$ cat src/rtl/bus_cpu_pkg.sv
package bus_cpu_pkg;
  typedef enum logic [1:0] {
    STEP_FETCH = 2'd0,
    STEP_1     = 2'd1,
    STEP_2     = 2'd2,
    STEP_3     = 2'd3
  } step_t;

  localparam int OPC_W = 3;
  localparam logic [OPC_W-1:0] OPC_MOVE  = 3'b000;
  localparam logic [OPC_W-1:0] OPC_LOADI = 3'b001;
  localparam logic [OPC_W-1:0] OPC_ADD   = 3'b010;
  localparam logic [OPC_W-1:0] OPC_SUB   = 3'b011;
endpackage

$ cat src/rtl/bus_cpu_ctrl.sv
module bus_cpu_ctrl
  import bus_cpu_pkg::*;
#(
  parameter int NREG = 8,
  localparam int SEL_W = $clog2(NREG),
  localparam int IR_W = OPC_W + 2 * SEL_W
) (
  input  logic            clk,
  input  logic            rst_n,
  input  logic            run,
  input  logic [IR_W-1:0] ir,
  output step_t           step,
  output logic            ir_load,
  output logic            a_load,
  output logic            g_load,
  output logic            sub_sel,
  output logic            g_oe,
  output logic            din_oe,
  output logic            done,
  output logic [NREG-1:0] reg_we,
  output logic [NREG-1:0] reg_oe
);
  logic [OPC_W-1:0] opc;
  logic [SEL_W-1:0] rx, ry;
  logic             is_arith;
  step_t            step_d;

  assign opc      = ir[IR_W-1 -: OPC_W];
  assign rx       = ir[2*SEL_W-1 -: SEL_W];
  assign ry       = ir[SEL_W-1:0];
  assign is_arith = (opc == OPC_ADD) || (opc == OPC_SUB);

  always_comb begin
    step_d = STEP_FETCH;
    case (step)
      STEP_FETCH: step_d = run ? STEP_1 : STEP_FETCH;
      STEP_1:     step_d = is_arith ? STEP_2 : STEP_FETCH;
      STEP_2:     step_d = STEP_3;
      default:    step_d = STEP_FETCH;
    endcase
  end

  always_ff @(posedge clk or negedge rst_n) begin
    if (!rst_n) step <= STEP_FETCH;
    else        step <= step_d;
  end

  always_comb begin
    ir_load = 1'b0;
    a_load  = 1'b0;
    g_load  = 1'b0;
    sub_sel = 1'b0;
    g_oe    = 1'b0;
    din_oe  = 1'b0;
    done    = 1'b0;
    reg_we  = '0;
    reg_oe  = '0;
    case (step)
      STEP_FETCH: ir_load = 1'b1;
      STEP_1: begin
        case (opc)
          OPC_MOVE: begin
            reg_oe[ry] = 1'b1;
            reg_we[rx] = 1'b1;
            done       = 1'b1;
          end
          OPC_LOADI: begin
            din_oe     = 1'b1;
            reg_we[rx] = 1'b1;
            done       = 1'b1;
          end
          OPC_ADD, OPC_SUB: begin
            reg_oe[rx] = 1'b1;
            a_load     = 1'b1;
          end
          default: done = 1'b1;
        endcase
      end
      STEP_2: begin
        reg_oe[ry] = 1'b1;
        g_load     = 1'b1;
        sub_sel    = (opc == OPC_SUB);
      end
      default: begin
        g_oe       = 1'b1;
        reg_we[rx] = 1'b1;
        done       = 1'b1;
      end
    endcase
  end

  // no completion and no register write while fetching
  a_r1_fetch_quiet: assert property (@(posedge clk) disable iff (!rst_n)
    (step == STEP_FETCH) |-> (!done && reg_we == '0));
  // completion is followed by the fetch step
  a_r9_done_to_fetch: assert property (@(posedge clk) disable iff (!rst_n)
    done |=> (step == STEP_FETCH));
  // at most one destination register per cycle
  a_r3_single_write: assert property (@(posedge clk) disable iff (!rst_n)
    $onehot0(reg_we));
  // reserved opcodes finish without writing
  a_r8_reserved_no_write: assert property (@(posedge clk) disable iff (!rst_n)
    (step == STEP_1 && opc[OPC_W-1]) |-> (done && reg_we == '0 && !a_load));
  // step 3 is only reached through step 2
  a_r5_step_order: assert property (@(posedge clk) disable iff (!rst_n)
    (step == STEP_3) |-> ($past(step) == STEP_2));
endmodule

$ cat src/rtl/bus_cpu_regs.sv
module bus_cpu_regs #(
  parameter int NREG   = 8,
  parameter int DATA_W = 9
) (
  input  logic                        clk,
  input  logic [NREG-1:0]             we,
  input  logic [DATA_W-1:0]           wdata,
  output logic [NREG-1:0][DATA_W-1:0] q
);
  for (genvar i = 0; i < NREG; i++) begin : g_reg
    always_ff @(posedge clk) begin
      if (we[i]) q[i] <= wdata;
    end
  end
endmodule

$ cat src/rtl/bus_cpu_busmux.sv
module bus_cpu_busmux #(
  parameter int NREG   = 8,
  parameter int DATA_W = 9
) (
  input  logic [NREG-1:0][DATA_W-1:0] reg_q,
  input  logic [NREG-1:0]             reg_oe,
  input  logic [DATA_W-1:0]           g_q,
  input  logic                        g_oe,
  input  logic [DATA_W-1:0]           din,
  input  logic                        din_oe,
  output logic [DATA_W-1:0]           bus
);
  always_comb begin
    bus = ({DATA_W{g_oe}} & g_q) | ({DATA_W{din_oe}} & din);
    for (int i = 0; i < NREG; i++) begin
      bus = bus | ({DATA_W{reg_oe[i]}} & reg_q[i]);
    end
  end
endmodule

$ cat src/rtl/bus_cpu.sv
module bus_cpu
  import bus_cpu_pkg::*;
#(
  parameter int DATA_W = 9,
  parameter int NREG   = 8
) (
  input  logic              clk,
  input  logic              rst_n,
  input  logic              run,
  input  logic [DATA_W-1:0] din,
  output logic              done,
  output logic [DATA_W-1:0] bus_out
);
  localparam int SEL_W = $clog2(NREG);
  localparam int IR_W  = OPC_W + 2 * SEL_W;

  function automatic logic [DATA_W-1:0] addsub(input logic [DATA_W-1:0] x,
                                               input logic [DATA_W-1:0] y,
                                               input logic sub);
    return sub ? (x - y) : (x + y);
  endfunction

  step_t                      step;
  logic                       ir_load, a_load, g_load, sub_sel, g_oe, din_oe;
  logic [NREG-1:0]            reg_we, reg_oe;
  logic [IR_W-1:0]            ir_q;
  logic [DATA_W-1:0]          a_q, g_q, bus;
  logic [NREG-1:0][DATA_W-1:0] reg_q;

  bus_cpu_ctrl #(.NREG(NREG)) u_ctrl (
    .clk(clk), .rst_n(rst_n), .run(run), .ir(ir_q), .step(step),
    .ir_load(ir_load), .a_load(a_load), .g_load(g_load), .sub_sel(sub_sel),
    .g_oe(g_oe), .din_oe(din_oe), .done(done), .reg_we(reg_we), .reg_oe(reg_oe)
  );

  bus_cpu_regs #(.NREG(NREG), .DATA_W(DATA_W)) u_regs (
    .clk(clk), .we(reg_we), .wdata(bus), .q(reg_q)
  );

  bus_cpu_busmux #(.NREG(NREG), .DATA_W(DATA_W)) u_mux (
    .reg_q(reg_q), .reg_oe(reg_oe), .g_q(g_q), .g_oe(g_oe),
    .din(din), .din_oe(din_oe), .bus(bus)
  );

  always_ff @(posedge clk) begin
    if (ir_load) ir_q <= din[IR_W-1:0];
    if (a_load)  a_q  <= bus;
    if (g_load)  g_q  <= addsub(a_q, bus, sub_sel);
  end

  assign bus_out = bus;

  // the bus never has more than one driver
  a_r2_bus_one_source: assert property (@(posedge clk) disable iff (!rst_n)
    $onehot0({reg_oe, g_oe, din_oe}));
  // load immediate routes the data input onto the bus
  a_r4_loadi_uses_din: assert property (@(posedge clk) disable iff (!rst_n)
    (step == STEP_1 && ir_q[IR_W-1 -: OPC_W] == OPC_LOADI) |-> (bus == din));
  // the write-back step carries the result latch
  a_r5_writeback_from_g: assert property (@(posedge clk) disable iff (!rst_n)
    (step == STEP_3) |-> (bus == g_q && done));
  // idle bus is zero
  a_r1_idle_bus_zero: assert property (@(posedge clk) disable iff (!rst_n)
    (step == STEP_FETCH) |-> (bus == '0));
endmodule

$ cat config.mk
export PLATFORM = sky130hd
export DESIGN_NAME = bus_cpu
export DESIGN_NICKNAME = d
export VERILOG_FILES = /design/src/rtl/bus_cpu_pkg.sv /design/src/rtl/bus_cpu_ctrl.sv /design/src/rtl/bus_cpu_regs.sv /design/src/rtl/bus_cpu_busmux.sv /design/src/rtl/bus_cpu.sv
export SDC_FILE = /design/constraint.sdc
export NUM_CORES = 1
export LEC_CHECK = 0
export BUFFER_PORTS_ARGS = -buffer_cell sky130_fd_sc_hd__buf_2
export CAP_MARGIN = 5
export CELL_PAD_IN_SITES_DETAIL_PLACEMENT = 2
export CELL_PAD_IN_SITES_GLOBAL_PLACEMENT = 2
export CORE_ASPECT_RATIO = 0.8
export CORE_UTILIZATION = 44
export DETAILED_ROUTE_END_ITERATION = 8
export PLACE_DENSITY = 0.79
export SYNTH_ARGS = -nofsm -noshare
export SYNTH_HDL_FRONTEND = slang
export SYNTH_SLANG_ARGS = --single-unit
$ cat constraint.sdc
create_clock -name clk -period 4.6 [get_ports clk]
set_clock_uncertainty 0.05 [all_clocks]
set_input_delay 0.69 -clock clk [delete_from_list [all_inputs] [get_ports clk]]
set_output_delay 0.69 -clock clk [all_outputs]
set_load 0.02 [all_outputs]
==> impl_metrics.ini <==
[synthesis]
syn_area_um2 = 5170
postSynthCellCount = 396
syn_nets = 422
synth_top_area_cell = edfxtp_1
avgSynthCellArea_um2 = 13.1
synth_async_sr_flop_share_pct = 1.98
synthDistinctLibCells = 65
ys.flop_type = edfxtp_1
synth_seq_cells = 101
synth_edf_count = 99
yosys-top-cells-area = edfxtp_1 57%, mux4_2 3.9%, ha_1 3.1%
ys_warn_count = 0
synth_top_area_share_pct = 57.5
synth-seq-area-share_pct = 58.5

[place]
dp.cells = 595
io_buffers = 21
gp_congestion = 0.978
postPlaceCellArea_um2 = 5740
dp_hpwl_mm = 15.0
place_ws_ps = -229

[cells_and_area]
finish.net_count = 489
final_cell_mix = 99 x edfxtp_1, 48 x buf_4, 23 x nand2_1, 23 x nor2_1, 21 x buf_2
design_area_um2 = 6210
fin_cells = 616
drive_gt1_share_pct = 29.3
final_common_cell = edfxtp_1
area_delta_synth_final_pct = 20.1
num_antenna_cells = 0
fillers = 1057

[drt]
dr.pass1.iters = 5
antenna_left = 0
wire_per_inst_um = 34.8
via_count = 4266
vias_per_cell = 6.93
route.final.wire_length_mm = 21.5
dr.first_iter.drc_count = 471
route.detailed.drc = 0

[global_route]
antenna_found_initial = 0
grt_pass1_wl_mm = 30.1
overflow = 0
grt_pass1_vias = 4350
grt_usage_pct = 35.9
grt_max_degree = 22

[clock_tree]
numCtsBuffers = 9
clockRootBuffer = clkbuf_16
cts_buffer_depth = 2
hold_buffers = 0
ctsHtreeMaxLevel = 3
insertion_delay_ps = 360
cts_tree = built
clock-sinks = 101
path_clk_slew_ps = 80

[setup_path]
cp_slowest_stage_delay_ps = 510
criticalPathCategory = reg -> reg
crit_slowest_cell = or4b_4
crit_chain = inv_2 -> ha_4 -> or4b_4 -> a211oi_4 -> a22o_4 -> a22o_1 -> a211oi_4 -> ha_2 -> a21oi_2 -> fa_2 -> nand2_1 -> nand2_1 -> a21oi_2 -> o21ai_2 -> o41ai_4 -> xnor2_1 -> xnor2_1
start_kind = register
worstSetupEndpointType = register
crit_fanout = 5
cp.required_ps = 4660
worstPathArrival_ps = 4610

[pwr]
leakagePower_nw = 2.28
power_density_nw_per_um2 = 775
ir_worst_vdd_mv = 0.367
total_power_mw = 4.81

[status]
outcome = complete, no violations

[min_path]
hold_path.class = in -> async

[floorplan]
fp.dieW_um = 123
core_um2 = 11500
initial_core_util_pct = 45.1
chipHeight_um = 99.0
rows = 35
die_area_um2 = 12200
num_io_pins = 22

[sta]
maxSlewViolCount = 0
setup_tns_ps = 0
fin_crit_ps = 4560
max_freq_mhz = 219
max_slew.worst_pin.slew_ps = 1340
setup_viol = 0
period_share_pct = 99.1
worst_slack_ps = 43.4
relSlewSlack_pct = 10.4
hold_viol = 0

[job]
drv_cap = 0
path summary, 6_finish.rpt:
check | startpoint | end | slack, ps | cells past startpoint
max in group asynchronous | rst_n | u_ctrl.step[1] | 4290 | 1
min | rst_n | u_ctrl.step[0] | 80 | 1
max reg2reg | u_ctrl.step[1] | g_q[8] | 40 | 17
max | u_ctrl.step[1] | g_q[8] | 40 | 17
min in group clk | din[3] | ir_q[3] | 480 | 1
min reg2reg | u_ctrl.step[1] | u_ctrl.step[1] | 560 | 1
cells by family (layout without fill, tap and decap cells):
kind of cell / after synthesis / in the layout / synth area share (%)
and+or+nand+nor: 116 / 116 / 12.0
buffers and inverters: 37 / 109 / 3.05
adders and majority gates: 14 / 14 / 3.53
AOI/OAI and AO/OA: 87 / 87 / 13.0
xor gates and xnor gates: 14 / 14 / 2.37
muxes: 27 / 27 / 7.50
DFF: 101 / 101 / 58.5
registers in the layout, indices dropped and copies added (netlist names):
signal and count:
u_ctrl.step 2, u_regs.q 72, ir_q 9, a_q 9
g_q 9
synth_stat cells, drive strengths merged, types with 10 or more instances:
library cell / n
nand3: 14
nor2: 25
nand2: 23
inv: 21
a21oi: 11
mux2i: 14
nor3: 15
a22oi: 10
o21ai: 10
ha: 13
buf: 12
edfxtp: 99
routing by layer:
layer | wire length [um] | GRT usage, % | vias to the layer above
li1 | - | - | 1679
met1 | 8780 | 48.7 | 2196
met2 | 9830 | 55.8 | 301
met3 | 1780 | 7.81 | 90
met4 | 1060 | 15.0 | 0
met5 | 0 | 0 | -
critical path: cells and delay by family, from the launching register on:
family / cells / cell delay (ps)
AOI/OAI and AO/OA: 8 / 1740
xor gates and xnor gates: 2 / 300
adders and majority gates: 3 / 950
buffers and inverters: 1 / 120
DFF: 1 / 450
and+or+nand+nor: 3 / 690
power breakdown:
group / internal [mW] / switching (mW)
clock: 0.378 / 0.369
combinational: 1.05 / 1.55
sequential: 1.33 / 0.141
stage by stage:
stage	util, %	hold slack (ps)
floorplan	-	344
global placement	50.0	427
CTS	52.7	78.3
global route	54.1	68.2
detailed placement	50.0	454
finish	54.1	75.4
repair_timing:
action / 4_1_cts / 5_1_grt
cloned: 0 / 0
pin swaps: 2 / 7
gates resized for setup: 5 / 29
buffers inserted: 0 / 5
setup endpoints to repair: 3 / 4
layout make-up:
| cell class | instances | area (um^2) | share of cell area (%) |
|---|---|---|---|
| clock inverters | 6 | 51.3 | 0.826 |
| multi-input cells | 258 | 2130 | 34.3 |
| inverters | 21 | 82.6 | 1.33 |
| clock buffers | 10 | 229 | 3.69 |
| repair buffers | 72 | 508 | 8.18 |
| flip-flops and latches | 101 | 3030 | 48.7 |
| well taps | 148 | 185 | 2.98 |
(Power assumes the default switching activity.)
